## config.mk

```make
export PLATFORM = sky130hd
export DESIGN_NAME = hmac_unit
export DESIGN_NICKNAME = d
export VERILOG_FILES = /design/src/rtl/hmac_pkg.sv /design/src/rtl/hmac_half_pick.sv /design/src/rtl/hmac_mult.sv /design/src/rtl/hmac_accum.sv /design/src/rtl/hmac_unit.sv
export SDC_FILE = /design/constraint.sdc
export NUM_CORES = 2
export LEC_CHECK = 0
export CORE_ASPECT_RATIO = 1.75
export CORE_MARGIN = 1
export CORE_UTILIZATION = 45
export DETAILED_ROUTE_END_ITERATION = 8
export PLACE_DENSITY = 0.7
export SLEW_MARGIN = 20
export SYNTH_ARGS = -nofsm -noshare
export SYNTH_HDL_FRONTEND = slang
export SYNTH_SLANG_ARGS = --single-unit
```

## constraint.sdc

```tcl
create_clock -name clk_i -period 1.28 [get_ports clk_i]
set_input_delay 0.128 -clock clk_i [delete_from_list [all_inputs] [get_ports clk_i]]
set_output_delay 0.128 -clock clk_i [all_outputs]
set_load 0.05 [all_outputs]
```

## src/rtl/hmac_pkg.sv

```systemverilog
package hmac_pkg;
  typedef enum logic [1:0] {
    MODE_MUL16    = 2'b00,
    MODE_LONG     = 2'b01,
    MODE_WIDE     = 2'b10,
    MODE_WIDE_ACC = 2'b11
  } hmac_mode_e;
endpackage

```

## src/rtl/hmac_half_pick.sv

```systemverilog
module hmac_half_pick #(
  parameter int DW = 32,
  localparam int HW = DW / 2
) (
  input  logic [DW-1:0]        word_i,
  input  logic                 hi_i,
  output logic signed [HW-1:0] half_o
);
  assign half_o = hi_i ? $signed(word_i[DW-1:HW]) : $signed(word_i[HW-1:0]);
endmodule

```

## src/rtl/hmac_mult.sv

```systemverilog
module hmac_mult #(
  parameter int DW = 32,
  localparam int HW = DW / 2,
  localparam int PW = DW + HW
) (
  input  logic signed [HW-1:0] a_half_i,
  input  logic signed [HW-1:0] b_half_i,
  input  logic [DW-1:0]        a_word_i,
  output logic signed [DW-1:0] half_prod_o,
  output logic signed [DW-1:0] wide_prod_o
);
  logic signed [PW-1:0] wprod;
  logic                 unused_low;

  assign half_prod_o = a_half_i * b_half_i;
  assign wprod       = $signed(a_word_i) * b_half_i;
  // keep product bits [PW-1:HW]; the low half is discarded
  assign wide_prod_o = wprod[PW-1:HW];
  assign unused_low  = ^wprod[HW-1:0];
endmodule

```

## src/rtl/hmac_accum.sv

```systemverilog
module hmac_accum
  import hmac_pkg::*;
#(
  parameter int DW = 32
) (
  input  hmac_mode_e           mode_i,
  input  logic signed [DW-1:0] half_prod_i,
  input  logic signed [DW-1:0] wide_prod_i,
  input  logic [DW-1:0]        acc_lo_i,
  input  logic [DW-1:0]        acc_hi_i,
  output logic [DW-1:0]        res_lo_o,
  output logic [DW-1:0]        res_hi_o,
  output logic                 ovf_o
);
  logic [2*DW-1:0] long_sum;
  logic [DW-1:0]   short_sum;

  assign long_sum  = {acc_hi_i, acc_lo_i} + {{DW{half_prod_i[DW-1]}}, half_prod_i};
  assign short_sum = wide_prod_i + acc_lo_i;

  always_comb begin
    res_lo_o = '0;
    res_hi_o = '0;
    ovf_o    = 1'b0;
    unique case (mode_i)
      MODE_MUL16: res_lo_o = half_prod_i;
      MODE_LONG: begin
        res_lo_o = long_sum[DW-1:0];
        res_hi_o = long_sum[2*DW-1:DW];
      end
      MODE_WIDE: res_lo_o = wide_prod_i;
      MODE_WIDE_ACC: begin
        res_lo_o = short_sum;
        // same-sign operands giving a result of the other sign
        ovf_o    = (wide_prod_i[DW-1] == acc_lo_i[DW-1]) &&
                   (short_sum[DW-1] != acc_lo_i[DW-1]);
      end
      default: ;
    endcase
  end
endmodule

```

## src/rtl/hmac_unit.sv

```systemverilog
module hmac_unit
  import hmac_pkg::*;
#(
  parameter int DW = 32,
  localparam int HW = DW / 2
) (
  input  logic          clk_i,
  input  logic          rst_ni,
  input  logic          start_i,
  input  logic [1:0]    mode_i,
  input  logic          sel_a_hi_i,
  input  logic          sel_b_hi_i,
  input  logic [DW-1:0] op_a_i,
  input  logic [DW-1:0] op_b_i,
  input  logic [DW-1:0] acc_lo_i,
  input  logic [DW-1:0] acc_hi_i,
  output logic [DW-1:0] res_lo_o,
  output logic [DW-1:0] res_hi_o,
  output logic          done_o,
  output logic          sat_set_o
);
  hmac_mode_e           mode;
  logic signed [HW-1:0] a_half, b_half;
  logic signed [DW-1:0] half_prod, wide_prod;
  logic [DW-1:0]        nxt_lo, nxt_hi;
  logic                 nxt_ovf;

  assign mode = hmac_mode_e'(mode_i);

  hmac_half_pick #(.DW(DW)) i_pick_a (
    .word_i(op_a_i), .hi_i(sel_a_hi_i), .half_o(a_half)
  );
  hmac_half_pick #(.DW(DW)) i_pick_b (
    .word_i(op_b_i), .hi_i(sel_b_hi_i), .half_o(b_half)
  );

  hmac_mult #(.DW(DW)) i_mult (
    .a_half_i    (a_half),
    .b_half_i    (b_half),
    .a_word_i    (op_a_i),
    .half_prod_o (half_prod),
    .wide_prod_o (wide_prod)
  );

  hmac_accum #(.DW(DW)) i_accum (
    .mode_i      (mode),
    .half_prod_i (half_prod),
    .wide_prod_i (wide_prod),
    .acc_lo_i    (acc_lo_i),
    .acc_hi_i    (acc_hi_i),
    .res_lo_o    (nxt_lo),
    .res_hi_o    (nxt_hi),
    .ovf_o       (nxt_ovf)
  );

  always_ff @(posedge clk_i or negedge rst_ni) begin
    if (!rst_ni) begin
      res_lo_o  <= '0;
      res_hi_o  <= '0;
      done_o    <= 1'b0;
      sat_set_o <= 1'b0;
    end else begin
      done_o    <= start_i;
      sat_set_o <= start_i && nxt_ovf;
      if (start_i) begin
        res_lo_o <= nxt_lo;
        res_hi_o <= nxt_hi;
      end
    end
  end
endmodule

```

==> qor.txt <==
first-pass iteration count of the detailed router: 6
crit path DAT: 8.76 ns
r2r setup slk: 0.11 ns
register area share after synthesis: 4.58%
final net count: 6420
Startpoint Class: input pin
max-cap viol count: 0
Site Rows: 137
Hold Path Class: input pin to register
die area: 81400 um^2
Worst Max-Slew Pin Slew: 0.510 ns
dpl cells: 6124
Rel. slew slack: 65.7%
Worst-path clk slew: 0.06 ns
Antenna Violating Nets Remaining: 0
largest net degree at the start of global routing: 31
CTS Buffer Depth: 2
kind of critical path: input pin to register
Worst setup EP type: register
core area: 79500 um^2
num ports: 201
gr usage total: 33.5%
# DRC: 0
DR iter-0 viols: 2043
GPL Wtd Cong: 0.988
Die Y-Extent: 377 um
clk root buf: clkbuf_16
initial antenna violation count: 13
Reg area: 1650 um^2
outcome: finished with violations
Worst-Skew Late Latency: 0.37 ns
Num CTS Buffers: 9
Starting Density: 45.4%
GRT overflow: 0
share of cells above drive strength 1: 31.7%
global-route wire length before repair: 207 mm
WP buf/inv: 9
CP required: 1.54 ns
Routed wire per std cell: 22.0 um
EDFF count, synth: 0
final setup margin: -7.22 ns
share of flip-flops with an asynchronous set or reset: 100%
Distinct cells, synth: 81
shortest period the worst path allows: 8.50 ns
vias in the first global route: 37719
Cells after Synth: 4205
top-area cell type share of the netlist area: 41.5%
Setup WS pre-CTS: -7.89 ns
top_reg_cell synth: dfrtp_1
Area Growth Syn to Fin: 43.0%
Syn Area/Cell: 8.58 um^2
highest clock rate: 118 MHz
vias per cell: 5.51
Detailed Route WL: 138 mm
clk sink count: 66
synth warn: 0
most used cell, CP: buf_12
multi-input logic area: 33400 um^2
syn_nets: 5376
Post-Layout Cell Count: 6301
slowest CP cell: fa_2
final setup fails: 65
placed cell area: 46700 um^2
#FFs+latches synth: 66
chip width: 216 um
crit share post-route: 664%
Final Instance Area: 51600 um^2
Synth area leader: fa_1
largest fanout on the critical path: 7
Cell Area, Synth: 36100 um^2
CTS tree: yes
RSZ-0062 raised after global routing: true
failing checks: setup timing
Detail Placement HPWL: 111 mm
Layout Skew: 0 ns
total number of vias: 34691
H-Tree Depth: 3
IO Port Bufs: 200
CP delay by family, top: adder cells
max incr delay on CP: 0.66 ns
Synth area leaders: fa_1, ha_1, inv_1, nand2_1, dfrtp_1
Hold Violations, Final: 0
Slew Viols, Final: 0
fillers: 6248
[worst register-to-register path: stages, from the launching register on]
cell,delay (ns)
dfrtp_1,0.42
a2111oi_2,0.39
a21bo_2,0.26
[layout by cell type (no fill, tap or decap), types with 16 or more instances in the layout]
master	n
a21o_1	72
a21oi_1	96
a21oi_2	60
a21oi_4	20
and2_1	149
and2_4	25
buf_12	119
buf_4	867
buf_6	84
clkdlybuf4s50_1	78
dfrtp_1	66
dlygate4sd2_1	39
fa_1	718
fa_2	31
ha_1	221
ha_4	60
inv_1	874
inv_2	43
mux2_4	35
mux2i_1	28
nand2_1	524
nand2_2	21
nand2b_1	22
nand3_1	22
nand4_1	27
nor2_1	207
nor2b_1	45
nor3_1	21
o21a_1	22
o21ai_0	36
o21ai_1	23
o21ai_2	22
o21bai_1	17
o2bb2ai_1	26
xnor2_1	91
xnor2_2	16
xor2_1	33
[final timing paths]
kind / endpoint / start / cells past startpoint
hold reg to reg: res_hi_o[28] / res_hi_o[28] / 1
min in group asynchronous: res_hi_o[11] / rst_ni / 2
setup reg to reg: res_lo_o[12] / res_lo_o[12] / 2
setup / recovery: res_hi_o[22] / sel_a_hi_i / 37
max in group asynchronous: res_hi_o[28] / rst_ni / 3
hold / removal: done_o / start_i / 2
[cells by family (layout without fill, tap and decap cells)]
family / Yosys count / in the layout / share of synthesized area (%)
compound gates: 585 / 585 / 10.7
flops: 66 / 66 / 4.58
buf+inv: 1110 / 2157 / 11.6
xor+xnor: 157 / 157 / 3.85
simple gates: 1156 / 1156 / 14.6
fa+ha+maj: 1036 / 1036 / 51.5
other cells: 0 / 5 / 0
mux: 95 / 97 / 3.19
[cell usage after synthesis (25+ instances only)]
cell type  number
nand2_1       552
mux2i_1        38
nor3_1         26
nand4_1        27
a21o_1         73
o2bb2ai_1      30
inv_1         920
mux2_2         45
clkbuf_1      182
fa_1          749
nor2_1        226
nand3_1        26
nand2b_1       25
and2_1        172
dfrtp_1        66
nor2b_1        48
a21oi_1       175
o21bai_1       25
xor2_1         48
ha_1          287
o21ai_0        88
xnor2_1       108
[per-layer routing]
layer	part of all wire, %	vias to the layer above	track usage, %	wire (um)
met3	6.9	689	6.00	9500
li1	-	15050	-	-
met4	11	16	26.8	14600
met2	51	1586	60.4	70300
met1	32	17350	33.7	43900
met5	0.083	-	0	115
[timing repair]
action,4_1_cts,5_1_grt
setup endpoints to repair,65,65
gates resized for setup,384,378
gates cloned,6,4
endpoints found under the hold margin,57,0
pin swaps,130,247
buffers inserted,90,69
hold buffers,1,0
[state kept, by name, indices dropped and copies added, names as in the netlist]
signal,cells
done_o,1
sat_set_o,1
res_lo_o,32
res_hi_o,32
[cell type report]
class,count,share of cell area [%]
sequential,66,3.20
tap,1042,2.53
clock inverter,6,0.131
clock buffer,10,0.444
inverter,920,6.71
multi-input combinational,3031,64.8
timing repair buffer,1221,22.2
antenna,5,0.0243
[stage by stage]
step | TNS [ns] | utilization (%) | hold slack (ns)
3_3_place_gp | -478.76 | 58.7 | 0.0524
5_1_grt | -450.22 | 64.9 | 0.0843
6_report | -435.30 | 64.9 | 0.0791
4_1_cts | -432.45 | 62.1 | 0.0710
3_5_place_dp | -481.32 | 58.7 | 0.0517
2_1_floorplan | -420.25 | - | -0.168
Power is not shown: default switching activity piles up to over one toggle a cycle in this logic, so the estimate is an artifact.
